[config.mk]
export PLATFORM = sky130hd
export DESIGN_NAME = serlink_front
export DESIGN_NICKNAME = d
export VERILOG_FILES = /design/src/rtl/serlink_pkg.sv /design/src/rtl/serlink_rx.sv /design/src/rtl/serlink_tx.sv /design/src/rtl/serlink_front.sv
export SDC_FILE = /design/constraint.sdc
export NUM_CORES = 1
export LEC_CHECK = 0
export BUFFER_PORTS_ARGS = -buffer_cell sky130_fd_sc_hd__buf_2
export CAP_MARGIN = 40
export CORE_UTILIZATION = 58
export DETAILED_ROUTE_END_ITERATION = 12
export GPL_TIMING_DRIVEN = 0
export PLACE_DENSITY = 0.88
export REMOVE_ABC_BUFFERS = 1
export SETUP_SLACK_MARGIN = 0.5
export SLEW_MARGIN = 20
export SYNTH_ARGS = -nofsm -noshare
export SYNTH_HDL_FRONTEND = slang
export SYNTH_SLANG_ARGS = --single-unit
[constraint.sdc]
create_clock -name clk -period 2.5 [get_ports clk]
set_clock_uncertainty 0.1 [all_clocks]
set_input_delay 0.5 -clock clk [delete_from_list [all_inputs] [get_ports clk]]
set_output_delay 0.5 -clock clk [all_outputs]
set_load 0.005 [all_outputs]
[src/rtl/serlink_pkg.sv]
package serlink_pkg;

  typedef enum logic [2:0] {
    RX_IDLE, RX_START, RX_DATA, RX_PAR, RX_STOP, RX_DEAD
  } rx_state_t;

  typedef enum logic [2:0] {
    TX_IDLE, TX_START, TX_DATA, TX_PAR, TX_STOP
  } tx_state_t;

  function automatic logic even_bit(input logic [7:0] d);
    return ^d;
  endfunction

endpackage

[src/rtl/serlink_rx.sv]
module serlink_rx
  import serlink_pkg::*;
#(
  parameter int BIT_CLKS = 512,
  parameter int DATA_W   = 8
) (
  input  logic              clk,
  input  logic              rst_n,
  input  logic              chip_sel,
  input  logic              par_en,
  input  logic              rx_in,
  output logic [DATA_W-1:0] rx_data,
  output logic              rx_valid,
  output logic              par_err
);
  localparam int CNT_W = $clog2(BIT_CLKS);
  localparam int IDX_W = $clog2(DATA_W);
  localparam logic [CNT_W-1:0] HALF_M1 = CNT_W'(BIT_CLKS / 2 - 1);
  localparam logic [CNT_W-1:0] FULL_M1 = CNT_W'(BIT_CLKS - 1);
  localparam logic [IDX_W-1:0] IDX_TOP = IDX_W'(DATA_W - 1);

  rx_state_t         st_q, st_d;
  logic [CNT_W-1:0]  cnt_q, cnt_d;
  logic [IDX_W-1:0]  idx_q, idx_d;
  logic [DATA_W-1:0] sh_q, sh_d;
  logic              vld_q, vld_d;
  logic              err_q, err_d;

  always_comb begin
    st_d  = st_q;
    cnt_d = cnt_q + 1'b1;
    idx_d = idx_q;
    sh_d  = sh_q;
    vld_d = 1'b0;
    err_d = err_q;
    case (st_q)
      RX_IDLE: begin
        cnt_d = '0;
        if (!rx_in) st_d = RX_START;
      end
      RX_START: if (cnt_q == HALF_M1) begin
        cnt_d = '0;
        idx_d = '0;
        st_d  = rx_in ? RX_IDLE : RX_DATA;
      end
      RX_DATA: if (cnt_q == FULL_M1) begin
        cnt_d = '0;
        sh_d  = {rx_in, sh_q[DATA_W-1:1]};
        idx_d = idx_q + 1'b1;
        if (idx_q == IDX_TOP) st_d = par_en ? RX_PAR : RX_STOP;
      end
      RX_PAR: if (cnt_q == FULL_M1) begin
        cnt_d = '0;
        if (rx_in != ^sh_q) begin
          st_d  = RX_DEAD;
          err_d = 1'b1;
        end else begin
          st_d = RX_STOP;
        end
      end
      RX_STOP: if (cnt_q == FULL_M1) begin
        cnt_d = '0;
        vld_d = 1'b1;
        st_d  = RX_IDLE;
      end
      default: cnt_d = '0;
    endcase
    if (!chip_sel) begin
      st_d  = RX_IDLE;
      cnt_d = '0;
      vld_d = 1'b0;
      err_d = 1'b0;
    end
  end

  always_ff @(posedge clk or negedge rst_n) begin
    if (!rst_n) begin
      st_q  <= RX_IDLE;
      cnt_q <= '0;
      idx_q <= '0;
      sh_q  <= '0;
      vld_q <= 1'b0;
      err_q <= 1'b0;
    end else begin
      st_q  <= st_d;
      cnt_q <= cnt_d;
      idx_q <= idx_d;
      sh_q  <= sh_d;
      vld_q <= vld_d;
      err_q <= err_d;
    end
  end

  assign rx_data  = sh_q;
  assign rx_valid = vld_q;
  assign par_err  = err_q;

  // the error stays latched while chip select is high
  p_err_sticky_r5: assert property (@(posedge clk) disable iff (!rst_n)
    (par_err && chip_sel) |=> par_err);
  // a dead link never delivers a byte
  p_no_byte_when_dead_r5: assert property (@(posedge clk) disable iff (!rst_n)
    par_err |-> !rx_valid);
  // chip select low clears the error
  p_cs_clears_err_r6: assert property (@(posedge clk) disable iff (!rst_n)
    !chip_sel |=> !par_err);
endmodule

[src/rtl/serlink_tx.sv]
module serlink_tx
  import serlink_pkg::*;
#(
  parameter int BIT_CLKS = 512,
  parameter int DATA_W   = 8
) (
  input  logic              clk,
  input  logic              rst_n,
  input  logic              live,
  input  logic              par_en,
  input  logic [DATA_W-1:0] tx_data,
  input  logic              tx_valid,
  input  logic              tx_last,
  output logic              tx_ready,
  input  logic              busy_on,
  input  logic              busy_lvl,
  output logic              line_bit,
  output logic              line_oe
);
  localparam int CNT_W = $clog2(BIT_CLKS);
  localparam int IDX_W = $clog2(DATA_W);
  localparam logic [CNT_W-1:0] FULL_M1 = CNT_W'(BIT_CLKS - 1);
  localparam logic [IDX_W-1:0] IDX_TOP = IDX_W'(DATA_W - 1);

  tx_state_t         st_q, st_d;
  logic [CNT_W-1:0]  cnt_q, cnt_d;
  logic [IDX_W-1:0]  idx_q, idx_d;
  logic [DATA_W-1:0] sh_q, sh_d;
  logic              par_q, par_d;
  logic              last_q, last_d;
  logic              hold_q, hold_d;
  logic              take;
  logic              bit_end;

  assign tx_ready = live && (st_q == TX_IDLE);
  assign take     = tx_ready && tx_valid;
  assign bit_end  = (cnt_q == FULL_M1);

  always_comb begin
    st_d   = st_q;
    cnt_d  = cnt_q + 1'b1;
    idx_d  = idx_q;
    sh_d   = sh_q;
    par_d  = par_q;
    last_d = last_q;
    hold_d = hold_q;
    case (st_q)
      TX_IDLE: begin
        cnt_d = '0;
        if (take) begin
          st_d   = TX_START;
          sh_d   = tx_data;
          par_d  = ^tx_data;
          last_d = tx_last;
          hold_d = 1'b0;
        end
      end
      TX_START: if (bit_end) begin
        cnt_d = '0;
        idx_d = '0;
        st_d  = TX_DATA;
      end
      TX_DATA: if (bit_end) begin
        cnt_d = '0;
        sh_d  = sh_q >> 1;
        idx_d = idx_q + 1'b1;
        if (idx_q == IDX_TOP) st_d = par_en ? TX_PAR : TX_STOP;
      end
      TX_PAR: if (bit_end) begin
        cnt_d = '0;
        st_d  = TX_STOP;
      end
      default: if (bit_end) begin
        cnt_d  = '0;
        st_d   = TX_IDLE;
        hold_d = !last_q;
      end
    endcase
    if (!live) begin
      st_d   = TX_IDLE;
      cnt_d  = '0;
      hold_d = 1'b0;
    end
  end

  always_ff @(posedge clk or negedge rst_n) begin
    if (!rst_n) begin
      st_q   <= TX_IDLE;
      cnt_q  <= '0;
      idx_q  <= '0;
      sh_q   <= '0;
      par_q  <= 1'b0;
      last_q <= 1'b0;
      hold_q <= 1'b0;
    end else begin
      st_q   <= st_d;
      cnt_q  <= cnt_d;
      idx_q  <= idx_d;
      sh_q   <= sh_d;
      par_q  <= par_d;
      last_q <= last_d;
      hold_q <= hold_d;
    end
  end

  always_comb begin
    line_oe  = 1'b1;
    line_bit = 1'b1;
    case (st_q)
      TX_IDLE: begin
        line_oe  = hold_q || busy_on;
        line_bit = hold_q ? 1'b1 : busy_lvl;
      end
      TX_START: line_bit = 1'b0;
      TX_DATA:  line_bit = sh_q[0];
      TX_PAR:   line_bit = par_q;
      default:  line_bit = 1'b1;
    endcase
    if (!live) line_oe = 1'b0;
  end

  // an accepted byte begins with a driven start bit
  p_accept_starts_r1: assert property (@(posedge clk) disable iff (!rst_n)
    (take && live) |=> (!live || (line_oe && !line_bit)));
  // ready falls right after a byte is taken
  p_accept_drops_ready_r10: assert property (@(posedge clk) disable iff (!rst_n)
    take |=> !tx_ready);
endmodule

[src/rtl/serlink_front.sv]
module serlink_front #(
  parameter int BIT_CLKS = 512,
  parameter int DATA_W   = 8
) (
  input  logic              clk,
  input  logic              rst_n,
  input  logic              chip_sel,
  input  logic              par_en,
  input  logic              rx_in,
  output logic              tx_out,
  output logic              tx_oe,
  output logic              err_pull,
  output logic              par_err_flag,
  output logic [DATA_W-1:0] rx_data,
  output logic              rx_valid,
  input  logic [DATA_W-1:0] tx_data,
  input  logic              tx_valid,
  input  logic              tx_last,
  output logic              tx_ready,
  input  logic              busy_on,
  input  logic              busy_lvl
);
  logic par_err;
  logic live;

  assign live = chip_sel && !par_err;

  serlink_rx #(.BIT_CLKS(BIT_CLKS), .DATA_W(DATA_W)) u_rx (
    .clk      (clk),
    .rst_n    (rst_n),
    .chip_sel (chip_sel),
    .par_en   (par_en),
    .rx_in    (rx_in),
    .rx_data  (rx_data),
    .rx_valid (rx_valid),
    .par_err  (par_err)
  );

  serlink_tx #(.BIT_CLKS(BIT_CLKS), .DATA_W(DATA_W)) u_tx (
    .clk      (clk),
    .rst_n    (rst_n),
    .live     (live),
    .par_en   (par_en),
    .tx_data  (tx_data),
    .tx_valid (tx_valid),
    .tx_last  (tx_last),
    .tx_ready (tx_ready),
    .busy_on  (busy_on),
    .busy_lvl (busy_lvl),
    .line_bit (tx_out),
    .line_oe  (tx_oe)
  );

  assign err_pull     = par_err;
  assign par_err_flag = par_err;

  // chip select low releases the output line and stops accepting bytes
  p_cs_quiet_r6: assert property (@(posedge clk) disable iff (!rst_n)
    !chip_sel |-> (!tx_oe && !tx_ready));
  // while the error output pulls low, the transmitter takes nothing
  p_err_blocks_tx_r5: assert property (@(posedge clk) disable iff (!rst_n)
    err_pull |-> !tx_ready);
endmodule

==> flow_metrics.tcl <==
set metrics [dict create \
    result_of_the_run "complete, but fails checks" \
    failed_checks "DRC" \
    antenna_violation_net_count_after_detailed_routing 0 \
    routed_wire_length_per_instance_um 18.6 \
    number_of_cells_produced_by_synthesis 266 \
    clock.fmax_ghz 0.470 \
    cts.htree.levels 2 \
    powerDensity_mw_per_mm2 471 \
    global_route_wire_length_before_repair_um 10000 \
    grt_start_max_net_pins 29 \
    layout.cells.most_common "dfrtp_1" \
    placement.io_buffers 30 \
    min_path_type "in -> async" \
    final_nets 352 \
    post_route_cells_drive_above_1_share_pct 38.4 \
    peakVddDrop_mv 0.301 \
    dp_hpwl_um 3660 \
    design.portCount 31 \
    clk_pin_slew_worst_paths_ps 90 \
    global_route.overflow_total 0 \
    critPathArrivalTime_ps 2260 \
    maxCapViolations 0 \
    worstSetupPathType "reg -> reg" \
    setup_repair_after_global_routing_missed_its_margin "true" \
    initialDrtViolationCount 185 \
    yosys_most_used_dff "dfrtp_1" \
    start_kind "flop" \
    synth.ff_latch_count 51 \
    post-route-cell-area_sq_mm 0.00360 \
    num_antenna_cells 0 \
    post_cts_hold_buffer_count 0 \
    rows 24 \
    floorplan.initialDensity_pct 62.3 \
    final-hold-violation-count 0 \
    route.detailed.drc 2 \
    postLayoutSetupSlackWorst_ps 374 \
    num-fill-cells 256 \
    design.die.area_sq_mm 0.00509 \
    grt_pass1_vias 2131 \
    viasPerCell 6.08 \
    post_synth_instance_area_sq_mm 0.00279 \
    yosys.area.top_type "dfrtp_1" \
    portion_of_the_clock_cycle_consumed_by_the_worst_path_in_the_final_layout_pct 85.0 \
    area_growth_pct 29.2 \
    cp.required_ps 2630 \
    pre_cts_ws_ps -348 \
    finalCoreUtilization_pct 80.5 \
    finalSetupViolCount 0 \
    timing.critical_path.fanout_max 7 \
    clk-insertion-delay-late_ps 310 \
    antenna_violations_before_repair 0 \
    critPathCaptureType "flop" \
    via_count 2279 \
    grtUsageTotal_pct 26.0 \
    cts_made_buffers 5 \
    x_dimension_of_the_die_um 71.3 \
    most-common-layout-cells "dfrtp_1, buf_2, nor2_1" \
    floorplan.die.height_um 71.3 \
    ys_types 48 \
    core_region_area_sq_mm 0.00447 \
    synth_seq_area_share_pct 45.8 \
    yosysWarningCount 0 \
    worst_slew_pin_tran_ps 589 \
    route.final.wire_length_um 6990 \
    drtPass1Iterations 9 \
    tritoncts_clock_tree "done" \
    syn_avg_cell_area_sq_um 10.5 \
    synth.area.top_cells "dfrtp_1, ha_1, xnor2_1, nor2_1, mux2i_1" \
    synth_enable_flop_cells 0 \
    leakagePower_nw 1.65 \
    timing.max_slew.rel_slack_pct 60.7 \
    clkSinkCount 51 \
    clock_path_buffers 2 \
    synthDominantCellAreaShare_pct 45.8 \
    finalWorstPathRequiredPeriod_ps 2130 \
    synthArstFlopShare_pct 100 \
    fin_setup_tns_ps 0 \
    report.final.slew_viol_count 0 \
    dpl-instance-area_sq_mm 0.00296 \
    finalWeightedCongestion 0.802 \
    cts.root.buffer_cell "clkbuf_8" \
]
metal layers:
layer | up-vias | track usage [%] | wire length, um
li1 | 1036 | - | -
met1 | 1139 | 33.5 | 2780
met2 | 87 | 44.4 | 3690
met3 | 17 | 4.22 | 367
met4 | 0 | 9.56 | 150
met5 | - | 0 | 0
layout make-up:
type	count	area [sq um]	share of cell area, %
clock buffer	6	72.6	2.01
sequential	51	1280	35.5
timing repair buffer	61	440	12.2
tap	52	65.1	1.81
clock inverter	1	30.0	0.833
multi-input combinational	194	1680	46.6
inverter	10	37.5	1.04
worst max-delay path, cell delays in order, from the launching register on:
cell and delay, ps:
dfrtp_1 390, ha_2 200, nand3_2 90, nor2_2 50
and3_4 210, ha_4 170, buf_4 130, nor4b_2 350
o21ai_2 80, buf_4 160, nor2b_1 120
per-stage QoR:
stage / cells / hold slack (ps) / power (mW)
2_1_floorplan: 255 / 104 / 1.01
3_3_place_gp: 337 / 365 / 1.07
3_5_place_dp: 338 / 377 / 1.08
4_1_cts: 362 / 98.5 / 1.65
5_1_grt: 375 / 128 / 1.76
6_report: 375 / 86.0 / 1.70
synth_stat cells (all sizes together) (2+ instances only):
| library cell | instances |
|---|---|
| dfrtp | 51 |
| nor2 | 29 |
| nand2 | 22 |
| o21ai | 18 |
| xnor2 | 16 |
| ha | 12 |
| mux2 | 11 |
| inv | 10 |
| mux2i | 10 |
| a21oi | 9 |
| buf | 9 |
| nand2b | 8 |
| xor2 | 6 |
| nand3 | 5 |
| a22o | 4 |
| nor2b | 4 |
| a31oi | 3 |
| and3 | 3 |
| nand3b | 3 |
| nor3 | 3 |
| nor4bb | 3 |
| and2 | 2 |
| and4 | 2 |
| clkbuf | 2 |
| nand4 | 2 |
| o211a | 2 |
| o21a | 2 |
| or3 | 2 |
| or3b | 2 |
state kept, by name, indices dropped and copies added (netlist names):
name / count
u_rx.idx_q: 3
u_rx.par_err: 1
u_tx.st_q: 3
u_tx.hold_q: 1
u_tx.sh_q: 8
u_rx.rx_data: 8
u_rx.rx_valid: 1
u_tx.par_q: 1
u_tx.idx_q: 3
u_tx.cnt_q: 9
u_rx.st_q: 3
u_rx.cnt_q: 9
u_tx.last_q: 1
kinds of logic (layout without fill, tap and decap cells):
| family | after synthesis | in the layout | share of synthesized area [%] |
|---|---|---|---|
| mux | 21 | 21 | 8.03 |
| simple gates | 93 | 93 | 18.1 |
| compound gates | 44 | 44 | 10.5 |
| buf+inv | 21 | 78 | 3.63 |
| flops | 51 | 51 | 45.8 |
| xor+xnor | 24 | 24 | 8.57 |
| fa+ha+maj | 12 | 12 | 5.38 |
where the power goes:
part / internal [mW] / switching, mW
clock: 0.293 / 0.260
sequential: 0.864 / 0.0425
combinational: 0.114 / 0.124
final timing paths:
kind / start / end / slack (ps) / cells after the start
setup / recovery: u_rx.cnt_q[1]$_DFF_PN0_ / u_rx.cnt_q[5]$_DFF_PN0_ / 370 / 10
hold / removal: rst_n / u_rx.cnt_q[8]$_DFF_PN0_ / 90 / 1
setup reg to reg: u_rx.cnt_q[1]$_DFF_PN0_ / u_rx.cnt_q[5]$_DFF_PN0_ / 370 / 10
hold reg to reg: u_tx.sh_q[3]$_DFFE_PN0P_ / u_tx.sh_q[3]$_DFFE_PN0P_ / 410 / 2
max in group asynchronous: rst_n / u_tx.st_q[1]$_DFFE_PN0P_ / 1660 / 2
min in group clk: tx_last / u_tx.last_q$_DFFE_PN0P_ / 320 / 2
repair_timing:
action	CTS	global route
resized for setup	40	27
pin swaps	10	12
gates cloned	0	1
endpoints found under the setup margin	48	42
endpoints found under the hold margin	0	0
setup buffers	17	12
Power figures use the tool's default switching activity.
